**src/rtl/wake_pkg.sv**
```systemverilog
package wake_pkg;

   typedef enum logic [1:0] {
      PS_ONLINE = 2'd0,
      PS_DRAIN  = 2'd1,
      PS_ASLEEP = 2'd2,
      PS_WAKING = 2'd3
   } pwr_state_t;

   function automatic logic state_is_quiet(input pwr_state_t s);
      return (s == PS_ASLEEP) || (s == PS_WAKING);
   endfunction

endpackage

```
**src/rtl/wake_src_bank.sv**
```systemverilog
module wake_src_bank #(
   parameter int N_SRC = 8,
   parameter int IDW   = (N_SRC > 1) ? $clog2(N_SRC) : 1
) (
   input  logic             clk,
   input  logic             rst_n,
   input  logic [N_SRC-1:0] evt_i,
   input  logic             ack_fire_i,
   input  logic [IDW-1:0]   ack_id_i,
   input  logic             eoi_fire_i,
   input  logic [IDW-1:0]   eoi_id_i,
   output logic [N_SRC-1:0] pend_o,
   output logic [N_SRC-1:0] act_o
);

   initial begin
      if (N_SRC < 2 || N_SRC > 64)
         $error("wake_src_bank: N_SRC out of range");
      if ((1 << IDW) < N_SRC)
         $error("wake_src_bank: IDW too narrow");
   end

   for (genvar i = 0; i < N_SRC; i++) begin : g_src
      logic ack_hit;
      logic eoi_hit;

      assign ack_hit = ack_fire_i && (ack_id_i == IDW'(i));
      assign eoi_hit = eoi_fire_i && (eoi_id_i == IDW'(i));

      // A new event beats a simultaneous acknowledge of the same source.
      always_ff @(posedge clk or negedge rst_n) begin
         if (!rst_n)
            pend_o[i] <= 1'b0;
         else if (evt_i[i])
            pend_o[i] <= 1'b1;
         else if (ack_hit)
            pend_o[i] <= 1'b0;
      end

      always_ff @(posedge clk or negedge rst_n) begin
         if (!rst_n)
            act_o[i] <= 1'b0;
         else if (ack_hit)
            act_o[i] <= 1'b1;
         else if (eoi_hit)
            act_o[i] <= 1'b0;
      end

      AST_ACK_NEEDS_PEND: assert property (@(posedge clk) disable iff (!rst_n)
         ack_hit |-> pend_o[i]);
      AST_EVT_WINS: assert property (@(posedge clk) disable iff (!rst_n)
         (evt_i[i] && ack_hit) |=> pend_o[i]);
   end

endmodule

```
**src/rtl/wake_pick.sv**
```systemverilog
module wake_pick #(
   parameter int N_SRC     = 8,
   parameter int IDW       = (N_SRC > 1) ? $clog2(N_SRC) : 1,
   parameter bit LOW_FIRST = 1'b1
) (
   input  logic [N_SRC-1:0] pend_i,
   output logic             any_o,
   output logic [IDW-1:0]   id_o
);

   assign any_o = |pend_i;

   if (LOW_FIRST) begin : g_low
      // Scan downward so the lowest set index is the last one written.
      always_comb begin
         id_o = '0;
         for (int i = N_SRC - 1; i >= 0; i--) begin
            if (pend_i[i]) id_o = IDW'(i);
         end
      end
   end else begin : g_high
      always_comb begin
         id_o = '0;
         for (int i = 0; i < N_SRC; i++) begin
            if (pend_i[i]) id_o = IDW'(i);
         end
      end
   end

endmodule

```
**src/rtl/wake_pwr_seq.sv**
```systemverilog
module wake_pwr_seq
   import wake_pkg::*;
#(
   parameter int MIN_QUIESCE = 2,
   parameter int CW          = $clog2(MIN_QUIESCE + 1)
) (
   input  logic clk,
   input  logic rst_n,
   input  logic sleep_i,
   input  logic idle_i,
   input  logic if_ready_i,
   output logic child_o
);

   initial begin
      if (MIN_QUIESCE < 2)
         $error("wake_pwr_seq: MIN_QUIESCE must be at least 2");
   end

   localparam logic [CW-1:0] CNT_LAST = CW'(MIN_QUIESCE - 1);

   pwr_state_t st_q, st_d;
   logic [CW-1:0] cnt_q, cnt_d;

   always_comb begin
      st_d  = st_q;
      cnt_d = cnt_q;
      unique case (st_q)
         PS_ONLINE: begin
            if (sleep_i) begin
               st_d  = PS_DRAIN;
               cnt_d = '0;
            end
         end
         PS_DRAIN: begin
            if (!sleep_i)
               st_d = PS_ONLINE;
            else if (cnt_q != CNT_LAST)
               cnt_d = cnt_q + CW'(1);
            else if (idle_i)
               st_d = PS_ASLEEP;
         end
         PS_ASLEEP: begin
            if (!sleep_i) st_d = PS_WAKING;
         end
         PS_WAKING: begin
            if (sleep_i)
               st_d = PS_ASLEEP;
            else if (if_ready_i)
               st_d = PS_ONLINE;
         end
         default: st_d = PS_ASLEEP;
      endcase
   end

   always_ff @(posedge clk or negedge rst_n) begin
      if (!rst_n) begin
         st_q  <= PS_ASLEEP;
         cnt_q <= '0;
      end else begin
         st_q  <= st_d;
         cnt_q <= cnt_d;
      end
   end

   assign child_o = state_is_quiet(st_q);

   AST_QUIESCE_IDLE: assert property (@(posedge clk) disable iff (!rst_n)
      $rose(child_o) |-> ($past(idle_i) && $past(sleep_i)));
   AST_WAKE_READY: assert property (@(posedge clk) disable iff (!rst_n)
      $fell(child_o) |-> ($past(if_ready_i) && !$past(sleep_i)));
   AST_CNT_BOUND: assert property (@(posedge clk) disable iff (!rst_n)
      cnt_q <= CNT_LAST);

endmodule

```
**src/rtl/rdist_wake_ctrl.sv**
```systemverilog
module rdist_wake_ctrl #(
   parameter int N_SRC       = 8,
   parameter int IDW         = (N_SRC > 1) ? $clog2(N_SRC) : 1,
   parameter int MIN_QUIESCE = 2,
   parameter bit LOW_FIRST   = 1'b1
) (
   input  logic             clk,
   input  logic             rst_n,
   input  logic             reg_wr_en,
   input  logic             reg_wr_sleep,
   output logic             reg_sleep_o,
   output logic             reg_child_asleep_o,
   input  logic [N_SRC-1:0] src_evt_i,
   output logic             pe_irq_o,
   output logic [IDW-1:0]   pe_irq_id_o,
   input  logic             pe_ack_i,
   input  logic             pe_eoi_i,
   input  logic [IDW-1:0]   pe_eoi_id_i,
   output logic             pwr_wake_req_o,
   input  logic             pwr_if_ready_i
);

   logic             sleep_q;
   logic             wake_q;
   logic [N_SRC-1:0] pend;
   logic [N_SRC-1:0] act;
   logic             any_pend;
   logic [IDW-1:0]   pick_id;
   logic             child;
   logic             ack_fire;
   logic             clr_wr;

   // Processor-sleep bit, reset to offline.
   always_ff @(posedge clk or negedge rst_n) begin
      if (!rst_n)
         sleep_q <= 1'b1;
      else if (reg_wr_en)
         sleep_q <= reg_wr_sleep;
   end

   assign clr_wr = reg_wr_en && !reg_wr_sleep;

   // Wake request: the clearing write wins over a new targeting event.
   always_ff @(posedge clk or negedge rst_n) begin
      if (!rst_n)
         wake_q <= 1'b0;
      else if (clr_wr)
         wake_q <= 1'b0;
      else if (sleep_q && ((|src_evt_i) || any_pend))
         wake_q <= 1'b1;
   end

   assign pe_irq_o = any_pend && !sleep_q && !child;
   assign ack_fire = pe_ack_i && pe_irq_o;

   wake_src_bank #(.N_SRC(N_SRC), .IDW(IDW)) u_bank (
      .clk        (clk),
      .rst_n      (rst_n),
      .evt_i      (src_evt_i),
      .ack_fire_i (ack_fire),
      .ack_id_i   (pick_id),
      .eoi_fire_i (pe_eoi_i),
      .eoi_id_i   (pe_eoi_id_i),
      .pend_o     (pend),
      .act_o      (act)
   );

   wake_pick #(.N_SRC(N_SRC), .IDW(IDW), .LOW_FIRST(LOW_FIRST)) u_pick (
      .pend_i (pend),
      .any_o  (any_pend),
      .id_o   (pick_id)
   );

   wake_pwr_seq #(.MIN_QUIESCE(MIN_QUIESCE)) u_seq (
      .clk        (clk),
      .rst_n      (rst_n),
      .sleep_i    (sleep_q),
      .idle_i     (act == '0),
      .if_ready_i (pwr_if_ready_i),
      .child_o    (child)
   );

   assign reg_sleep_o        = sleep_q;
   assign reg_child_asleep_o = child;
   assign pe_irq_id_o        = pick_id;
   assign pwr_wake_req_o     = wake_q;

   AST_NO_DLV_QUIET: assert property (@(posedge clk) disable iff (!rst_n)
      reg_child_asleep_o |-> !pe_irq_o);
   AST_PEND_KEPT: assert property (@(posedge clk) disable iff (!rst_n)
      reg_sleep_o |=> (($past(pend) & ~pend) == '0));
   AST_WAKE_HOLD: assert property (@(posedge clk) disable iff (!rst_n)
      (pwr_wake_req_o && !(reg_wr_en && !reg_wr_sleep)) |=> pwr_wake_req_o);
   AST_WAKE_NEEDS_SLEEP: assert property (@(posedge clk) disable iff (!rst_n)
      pwr_wake_req_o |-> reg_sleep_o);
   AST_ID_PENDING: assert property (@(posedge clk) disable iff (!rst_n)
      pe_irq_o |-> pend[pe_irq_id_o]);
   AST_SLEEP_LOAD: assert property (@(posedge clk) disable iff (!rst_n)
      reg_wr_en |=> (reg_sleep_o == $past(reg_wr_sleep)));

endmodule

```
**config.mk**
```make
export PLATFORM = sky130hd
export DESIGN_NAME = rdist_wake_ctrl
export DESIGN_NICKNAME = d
export VERILOG_FILES = /design/src/rtl/wake_pkg.sv /design/src/rtl/wake_src_bank.sv /design/src/rtl/wake_pick.sv /design/src/rtl/wake_pwr_seq.sv /design/src/rtl/rdist_wake_ctrl.sv
export SDC_FILE = /design/constraint.sdc
export NUM_CORES = 1
export LEC_CHECK = 0
export BUFFER_PORTS_ARGS = -buffer_cell sky130_fd_sc_hd__clkbuf_2
export CAP_MARGIN = 20
export CORE_MARGIN = 3
export CORE_UTILIZATION = 27
export CTS_BUF_LIST = sky130_fd_sc_hd__clkbuf_16
export DETAILED_ROUTE_END_ITERATION = 12
export MAX_ROUTING_LAYER = met4
export PLACE_DENSITY_LB_ADDON = 0.05
export SYNTH_ARGS = -nofsm -noshare
export SYNTH_HDL_FRONTEND = slang
export SYNTH_SLANG_ARGS = --single-unit
```
**constraint.sdc**
```tcl
create_clock -name clk -period 2.5 [get_ports clk]
set_clock_uncertainty 0.1 [all_clocks]
set_input_delay 0.25 -clock clk [delete_from_list [all_inputs] [get_ports clk]]
set_output_delay 0.25 -clock clk [all_outputs]
set_load 0.05 [all_outputs]
```
==> impl_metrics.env, run 1 <==
export IMPL_outcome="finished, final reports clean"
export IMPL_drive_gt1_share_pct=23.7
export IMPL_vias=940
export IMPL_drt_first_pass_iters=4
export IMPL_final_common_cell="clkbuf_2"
export IMPL_cts_root_buf="clkbuf_16"
export IMPL_drcViolationCount=0
export IMPL_antenna_cells=0
export IMPL_wl_per_cell_microns=14.3
export IMPL_stdcell_count=187
export IMPL_path_clk_slew_ps=60
export IMPL_crit_reg2reg_launch="u_bank.pend_o[1]$_DFFE_PN0P_"
export IMPL_setup_viol_count_final=0
export IMPL_viasPerCell=5.03
export IMPL_drt_iter0_drc=57
export IMPL_grt_pass1_wl_mm=4.60
export IMPL_grt_pass1_vias=931
export IMPL_syn_to_final_growth_pct=22.8
export IMPL_gr_total_overflow=0
export IMPL_dp_hpwl_mm=2.05
export IMPL_synthesis_nets=131
export IMPL_fp_dieH_microns=69.8
export IMPL_path_max_fanout=7
export IMPL_fin_util_pct=35.5
export IMPL_finalWeightedCongestion=0.724
export IMPL_maxSlewHeadroom_pct=62.2
export IMPL_h_tree_depth=1
export IMPL_synth_area_sq_um=1100
export IMPL_fin_crit_ps=2250
export IMPL_io_pins=25
export IMPL_place_inst=182
export IMPL_p_per_area_nw_per_um2=692
export IMPL_post_route_period_util_pct=90.0
export IMPL_worstSkewPairLatency_ps=250
export IMPL_dieArea_sq_um=4870
export IMPL_required_ps=2150
export IMPL_fmax_ghz=0.444
export IMPL_grt_antenna_before_repair=0
export IMPL_drv_cap=0
export IMPL_cts_setup_buffers=0
export IMPL_finalSetupTns_ps=0
export IMPL_crit_type="reg2out"
export IMPL_initial_core_util_pct=28.9
export IMPL_ys_seq_area_share_pct=50.3
export IMPL_hp_start="pwr_if_ready_i"
export IMPL_numCtsBuffers=3
export IMPL_grt_max_degree=23
export IMPL_drtAntennaViolNets=0
export IMPL_worst_pin_slew_ps=567
export IMPL_dieWidth_microns=69.8
export IMPL_core_area_sq_um=3800
export IMPL_fill_cells=401
export IMPL_cts_tree="yes"
export IMPL_ys_seq_elements=22
export IMPL_crit_path_start_kind="flip-flop"
export IMPL_drt_total_wl_mm=2.68
export IMPL_grt_util_met1_pct=15.6
export IMPL_syn_inst=112
export IMPL_p_total_mw=0.933
export IMPL_vdd_drop_max_uv=228
export IMPL_use_met2_pct=19.0
export IMPL_grt_setup_unrepaired="false"
export IMPL_synth_cell_types=34
export IMPL_fp_row_count=22
export IMPL_final_cell_mix="clkbuf_2, dfrtp_1, nand2_1, nor2_1"
export IMPL_cts_sinks=22
export IMPL_grt_use_met3_pct=2.61
export IMPL_final_hold_violation_count=0
export IMPL_holdBufCountCts=1
export IMPL_arrival_ps=1900
export IMPL_hold_class="in2reg"
export IMPL_clk_path_buf_depth=2
export IMPL_avgSynthCellArea_sq_um=9.81
export IMPL_cts_resized=0
export IMPL_final_nets=159
export IMPL_yosysWarnings=0
export IMPL_leakage_nw=0.596
export IMPL_port_buffers=24
export IMPL_cp_startpoint="u_bank.pend_o[1]$_DFFE_PN0P_"
export IMPL_finalMaxSlewViolations=0
export IMPL_crit_path_end_kind="primary output"
export IMPL_grt_usage_pct=12.1
export IMPL_grt_busiest_layer="met2"
## Yosys cell counts
cell type / count / area [sq um]
o41ai_1: 1 / 8.76
a31oi_1: 2 / 12.5
or3_1: 1 / 6.26
a21oi_1: 3 / 15.0
o21bai_1: 1 / 7.51
nor3_1: 5 / 25.0
a221oi_1: 1 / 8.76
nand3_1: 3 / 15.0
nor4b_4: 1 / 23.8
nor2b_1: 2 / 12.5
a21o_2: 1 / 8.76
dfstp_2: 2 / 52.6
o22ai_1: 1 / 6.26
or2b_2: 1 / 8.76
nand4bb_1: 1 / 11.3
nand2b_1: 4 / 25.0
a311oi_1: 1 / 8.76
a21o_1: 5 / 37.5
or4_1: 3 / 22.5
a22o_1: 5 / 43.8
or3b_1: 1 / 8.76
nor4_1: 1 / 6.26
o21ai_0: 6 / 30.0
buf_6: 2 / 22.5
nor2_1: 10 / 37.5
ha_1: 1 / 12.5
nand4_1: 1 / 6.26
o31ai_1: 2 / 15.0
nand2_1: 15 / 56.3
dfrtp_1: 20 / 500
nand3b_1: 1 / 7.51
inv_1: 6 / 22.5
clkbuf_1: 1 / 3.75
nand4b_1: 1 / 8.76
## cell families (layout without fill, tap and decap cells)
kind of cell / Yosys count / in the layout / synth area share, %
AO/OA/AOI/OAI: 29 / 29 / 18.5
flip-flops: 22 / 22 / 50.3
AND/OR/NAND/NOR: 51 / 51 / 25.6
adder cells (fa/ha/maj): 1 / 1 / 1.14
buffers and inverters: 9 / 36 / 4.44
## worst max-delay path: stages (launching register included)
cell,delay [ps]
dfrtp_1,430
or4_1,700
nor2_1,230
nor3_1,60
clkbuf_2,230
## cell type report
| type | instances | area [sq um] | area share (%) |
|---|---|---|---|
| sequential | 22 | 553 | 41.0 |
| inverter | 6 | 22.5 | 1.67 |
| tap | 48 | 60.1 | 4.45 |
| multi-input combinational | 81 | 497 | 36.8 |
| clock inverter | 1 | 3.75 | 0.278 |
| clock buffer | 3 | 75.1 | 5.57 |
| timing repair buffer | 26 | 138 | 10.2 |
## worst paths after layout
check                                               end  slack [ps]  depth (start not counted)
max reg2reg                u_bank.pend_o[7]$_DFFE_PN0P_         520                          4
max                                            pe_irq_o         250                          4
min                                           flip-flop          70                          2
max in group asynchronous   u_bank.act_o[4]$_DFFE_PN0P_        1490                          2
min in group asynchronous   u_bank.act_o[5]$_DFFE_PN0P_         430                          2
min reg2reg                 u_bank.act_o[7]$_DFFE_PN0P_         390                          2
## sequential cells by signal, summed over array words and instances, names as in the netlist, named ones only
register	count
pwr_wake_req_o	1
reg_sleep_o	1
u_bank.act_o	8
u_bank.pend_o	8
u_seq.cnt_q	2
u_seq.st_q	1
## per-stage QoR
stage,hold WS [ps],instance area [sq um],worst slack (ps)
6_report,71.3,1350,250
3_5_place_dp,175,1260,516
2_1_floorplan,-146,1100,124
3_3_place_gp,186,1260,569
4_1_cts,68.9,1350,241
5_1_grt,77.3,1350,134
## layer usage
layer / wire, microns / up-vias
met5: 0 / -
met4: 24 / 0
met3: 90 / 2
met2: 1280 / 21
met1: 1280 / 453
li1: - / 464
## where the power goes
| part | switching, mW | internal, mW |
|---|---|---|
| Combinational | 0.105 | 0.0664 |
| Sequential | 0.0348 | 0.392 |
| Clock | 0.122 | 0.213 |
| Total | 0.261 | 0.672 |
(Power assumes the default switching activity.)
==> inputs of run 2 (changes only) <==
==> constraint.sdc (replaced) <==
create_clock -name clk -period 2.78 [get_ports clk]
set_clock_uncertainty 0.1 [all_clocks]
set_input_delay 0.278 -clock clk [delete_from_list [all_inputs] [get_ports clk]]
set_output_delay 0.278 -clock clk [all_outputs]
set_load 0.05 [all_outputs]
==> run 2 against run 1 <==
Net effect:
- critical path depth unchanged
- power down 11%
- non-clock buffer count unchanged
- critical path type unchanged
- worst hold slack better by 29 ps
- die area unchanged
- register-to-register slack better by 280 ps
- combinational power down 12%
- final cell count unchanged
- clock-buffer cell count unchanged
==> impl_metrics.env, run 2 (same netlist as run 1, synthesis figures left out) <==
export IMPL_clk_path_buf_depth=2
export IMPL_final_common_cell="clkbuf_2"
export IMPL_crit_type="reg2out"
export IMPL_power_frac_clock_pct=36.1
export IMPL_drt_total_wl_mm=2.61
export IMPL_switching_share_pct=27.7
export IMPL_io_pins=25
export IMPL_fp_dieH_microns=69.8
export IMPL_vdd_drop_max_uv=332
export IMPL_numCtsBuffers=3
export IMPL_syn_to_final_growth_pct=22.8
export IMPL_maxSlewHeadroom_pct=61.9
export IMPL_vias=915
export IMPL_initial_core_util_pct=28.9
export IMPL_drtAntennaViolNets=0
export IMPL_p_per_area_nw_per_um2=619
export IMPL_reg_top3="u_bank.act_o (8), u_bank.pend_o (8), u_seq.cnt_q (2)"
export IMPL_post_route_period_util_pct=81.3
export IMPL_antenna_cells=0
export IMPL_worstSkewPairLatency_ps=250
export IMPL_final_cell_mix="clkbuf_2, dfrtp_1, nand2_1, nor2_1"
export IMPL_wl_per_cell_microns=14.0
export IMPL_p_sw_mw=0.231
export IMPL_finalSetupTns_ps=0
export IMPL_drcViolationCount=0
export IMPL_drt_iter0_drc=24
export IMPL_wl_met1_mm=1.25
export IMPL_dp_hpwl_mm=2.04
export IMPL_path_clk_slew_ps=60
export IMPL_grt_antenna_before_repair=0
export IMPL_final_area_sq_um=1350
export IMPL_grt_pass1_wl_mm=4.54
export IMPL_finalWeightedCongestion=0.743
export IMPL_place_area_sq_um=1260
export IMPL_fill_cells=412
export IMPL_dr_wl_met2_mm=1.23
export IMPL_crit_path_start_kind="flip-flop"
export IMPL_viasPerCell=4.89
export IMPL_final_hold_violation_count=0
export IMPL_max_stage_delay_ps=690
export IMPL_crit_chain="or4_1, nor2_1, nor3_1, clkbuf_2"
export IMPL_grt_setup_unrepaired="false"
export IMPL_drive_gt1_share_pct=23.7
export IMPL_highest_layer="met4"
export IMPL_h_tree_depth=1
export IMPL_setup_viol_count_final=0
export IMPL_port_buffers=24
export IMPL_finalMaxSlewViolations=0
export IMPL_dp_slack_ps=777
export IMPL_outcome="finished, final reports clean"
export IMPL_fp_row_count=22
export IMPL_crit_path_end_kind="primary output"
export IMPL_cts_resized=0
export IMPL_power_share_combinational_pct=18.1
export IMPL_core_area_sq_um=3800
export IMPL_worst_pin_slew_ps=572
export IMPL_path_max_fanout=7
export IMPL_fmax_ghz=0.443
export IMPL_grt_max_degree=23
export IMPL_intPower_mw=0.603
export IMPL_final_nets=159
export IMPL_grt_usage_pct=11.9
export IMPL_holdBufCountCts=1
export IMPL_gr_total_overflow=0
export IMPL_hold_class="in2reg"
export IMPL_grt_pass1_vias=876
export IMPL_dieWidth_microns=69.8
export IMPL_whs_ps=99.8
export IMPL_fin_crit_ps=2260
export IMPL_setup_slack_ps=521
export IMPL_leakage_nw=0.596
export IMPL_required_ps=2400
export IMPL_p_total_mw=0.835
export IMPL_arrival_ps=1880
export IMPL_drv_cap=0
export IMPL_seqPwrFrac_pct=45.8
export IMPL_cts_root_buf="clkbuf_16"
export IMPL_wl_met3_microns=114
export IMPL_drt_first_pass_iters=4
export IMPL_cts_tree="yes"
export IMPL_dieArea_sq_um=4870
export IMPL_slowest_stage="or4_1"
export IMPL_cts_setup_buffers=0
export IMPL_cts_sinks=22
[run 2: area by class of cell]
| cell class | instances | area [sq um] | share of cell area, % |
|---|---|---|---|
| repair buffers | 26 | 138 | 10.2 |
| multi-input cells | 81 | 497 | 36.8 |
| flip-flops and latches | 22 | 553 | 41.0 |
| clock buffers | 3 | 75.1 | 5.57 |
| clock inverters | 1 | 3.75 | 0.278 |
| well taps | 48 | 60.1 | 4.45 |
| inverters | 6 | 22.5 | 1.67 |
[run 2: through the flow]
step / utilization [%] / instances
global placement: 33.2 / 182
finish: 35.5 / 187
global route: 35.5 / 187
detailed placement: 33.2 / 182
CTS: 35.5 / 187
floorplan: - / 112
[run 2: critical path: cells and delay by family, from the launching register on]
family	cells	cell delay [ps]
DFF	1	430
buffers and inverters	1	230
and+or+nand+nor	3	960
[run 2: power groups by stage]
stage | combinational, mW | clock (mW) | sequential, mW
5_1_grt | 0.166 | 0.329 | 0.390
4_1_cts | 0.155 | 0.314 | 0.384
3_3_place_gp | 0.152 | 0 | 0.389
3_5_place_dp | 0.153 | 0 | 0.389
2_1_floorplan | 0.0999 | 0 | 0.390
6_report | 0.151 | 0.301 | 0.383
[run 2: layer usage]
metal | up-vias | global-route usage (%)
met5 | - | -
met4 | 0 | 2.55
met3 | 2 | 3.04
met2 | 18 | 18.3
met1 | 429 | 15.7
li1 | 466 | -
[run 2: final timing paths]
| path | startpoint | endpoint | slack, ps | cells past startpoint |
|---|---|---|---|---|
| max | u_bank.pend_o[1]$_DFFE_PN0P_ | pe_irq_o | 520 | 4 |
| max reg2reg | u_bank.pend_o[1]$_DFFE_PN0P_ | u_bank.pend_o[6]$_DFFE_PN0P_ | 800 | 4 |
| min in group asynchronous | rst_n | u_bank.act_o[2]$_DFFE_PN0P_ | 460 | 2 |
| min | reg_wr_en | reg_sleep_o$_DFFE_PN1P_ | 100 | 2 |
| max in group asynchronous | rst_n | u_bank.act_o[5]$_DFFE_PN0P_ | 1740 | 2 |
| min reg2reg | u_bank.act_o[4]$_DFFE_PN0P_ | u_bank.act_o[4]$_DFFE_PN0P_ | 370 | 2 |
==> inputs of run 3 (changes only) <==
==> constraint.sdc (replaced) <==
create_clock -name clk -period 2.2 [get_ports clk]
set_clock_uncertainty 0.1 [all_clocks]
set_input_delay 0.22 -clock clk [delete_from_list [all_inputs] [get_ports clk]]
set_output_delay 0.22 -clock clk [all_outputs]
set_load 0.05 [all_outputs]
==> run 3 against run 2 <==
Net effect:
- sequential power grew 26%
- power up 28%
- worst hold slack worse by 52 ps
- sequential share of layout area down 1.2 points
- via count up 2.1%
- register-to-register slack worse by 470 ps
- worst setup slack lost 410 ps
- critical path type unchanged
- largest power group unchanged
- highest routed layer unchanged
==> impl_metrics.env, run 3 (same netlist as run 1, synthesis figures left out) <==
export IMPL_setup_viol_count_final=0
export IMPL_h_tree_depth=1
export IMPL_hold_class="in2reg"
export IMPL_worst_pin_slew_ps=561
export IMPL_vias=934
export IMPL_final_nets=162
export IMPL_grt_pass1_vias=920
export IMPL_core_area_sq_um=3800
export IMPL_multi_input_area_sq_um=515
export IMPL_grt_pass1_wl_mm=4.62
export IMPL_seq_area_sq_um=553
export IMPL_grt_setup_unrepaired="false"
export IMPL_fin_util_pct=36.6
export IMPL_fp_dieH_microns=69.8
export IMPL_numCtsBuffers=3
export IMPL_reg_top3="u_bank.act_o (8), u_bank.pend_o (8), u_seq.cnt_q (2)"
export IMPL_final_hold_violation_count=0
export IMPL_path_clk_slew_ps=60
export IMPL_final_area_sq_um=1390
export IMPL_grt_max_degree=23
export IMPL_syn_to_final_growth_pct=26.5
export IMPL_drt_iter0_drc=48
export IMPL_crit_type="reg2out"
export IMPL_p_per_area_nw_per_um2=767
export IMPL_place_area_sq_um=1290
export IMPL_maxSlewHeadroom_pct=62.6
export IMPL_vdd_drop_max_uv=227
export IMPL_outcome="finished, final reports clean"
export IMPL_clk_path_buf_depth=2
export IMPL_grt_antenna_before_repair=0
export IMPL_cts_sinks=22
export IMPL_drt_total_wl_mm=2.72
export IMPL_wl_met1_mm=1.25
export IMPL_arrival_ps=1770
export IMPL_leakage_nw=0.617
export IMPL_fill_cells=394
export IMPL_cts_tree="yes"
export IMPL_initial_core_util_pct=28.9
export IMPL_crit_path_end_kind="primary output"
export IMPL_drcViolationCount=0
export IMPL_whs_ps=47.4
export IMPL_dieArea_sq_um=4870
export IMPL_antenna_cells=0
export IMPL_finalWeightedCongestion=0.722
export IMPL_dr_wl_met2_mm=1.37
export IMPL_port_buffers=24
export IMPL_finalSetupTns_ps=0
export IMPL_io_pins=25
export IMPL_fin_crit_ps=2090
export IMPL_wl_per_cell_microns=14.3
export IMPL_final_common_cell="clkbuf_2"
export IMPL_drive_gt1_share_pct=28.2
export IMPL_gr_total_overflow=0
export IMPL_worstSkewPairLatency_ps=250
export IMPL_grt_usage_pct=12.4
export IMPL_cts_root_buf="clkbuf_16"
export IMPL_finalMaxSlewViolations=0
export IMPL_post_route_period_util_pct=95.2
export IMPL_crit_path_start_kind="flip-flop"
export IMPL_wl_met3_microns=66
export IMPL_drt_first_pass_iters=4
export IMPL_viasPerCell=4.92
export IMPL_fp_row_count=22
export IMPL_required_ps=1880
export IMPL_dp_hpwl_mm=2.19
export IMPL_path_max_fanout=7
export IMPL_dieWidth_microns=69.8
export IMPL_drtAntennaViolNets=0
export IMPL_fmax_ghz=0.478
export IMPL_final_cell_mix="clkbuf_2, dfrtp_1, nand2_1, nor2_1"
export IMPL_highest_layer="met4"
export IMPL_drv_cap=0
run 3: critical path, cell delays in order (launching register included):
cell and delay, ps:
dfrtp_1 420, or4_4 620, nor2_1 190, nor3_1 60, clkbuf_2 230
run 3: where the power goes:
group / switching (mW) / total (mW) / internal [mW]
clock: 0.139 / 0.381 / 0.242
combinational: 0.124 / 0.205 / 0.0811
sequential: 0.0354 / 0.481 / 0.445
total: 0.298 / 1.07 / 0.769
run 3: worst paths after layout:
path	from	to	slack, ps	depth (start not counted)
hold / removal	reg_wr_en	reg_sleep_o$_DFFE_PN1P_	50	2
setup reg to reg	u_bank.pend_o[2]$_DFFE_PN0P_	u_bank.pend_o[6]$_DFFE_PN0P_	330	4
min in group asynchronous	rst_n	u_bank.act_o[5]$_DFFE_PN0P_	400	2
setup / recovery	u_bank.pend_o[2]$_DFFE_PN0P_	pe_irq_o	110	4
max in group asynchronous	rst_n	reg_sleep_o$_DFFE_PN1P_	1230	2
hold reg to reg	u_bank.act_o[2]$_DFFE_PN0P_	u_bank.act_o[2]$_DFFE_PN0P_	390	2
run 3: final cells by class:
class	count	share of cell area [%]
clock inverters	1	0.270
well taps	48	4.32
repair buffers	29	11.5
inverters	6	1.62
multi-input cells	81	37.1
clock buffers	3	5.40
flip-flops and latches	22	39.8
run 3: timing repair:
item	4_1_cts	5_1_grt
hold buffers	1	0
endpoints found under the hold margin	20	0
gates resized for setup	1	1
setup endpoints to repair	2	1
buffers inserted	0	0
run 3: per-layer routing:
layer / up-vias / GRT usage [%]
met5: - / -
met1: 448 / 14.9
li1: 469 / -
met2: 13 / 21.0
met4: 0 / 4.47
met3: 4 / 1.74
run 3: metrics by stage:
step | setup slack [ps] | power (mW) | std cells
finish | 106 | 1.07 | 190
detailed placement | 205 | 0.695 | 185
CTS | 101 | 1.08 | 190
global route | 4.41 | 1.13 | 190
floorplan | 43.9 | 0.620 | 112
global placement | 286 | 0.691 | 185
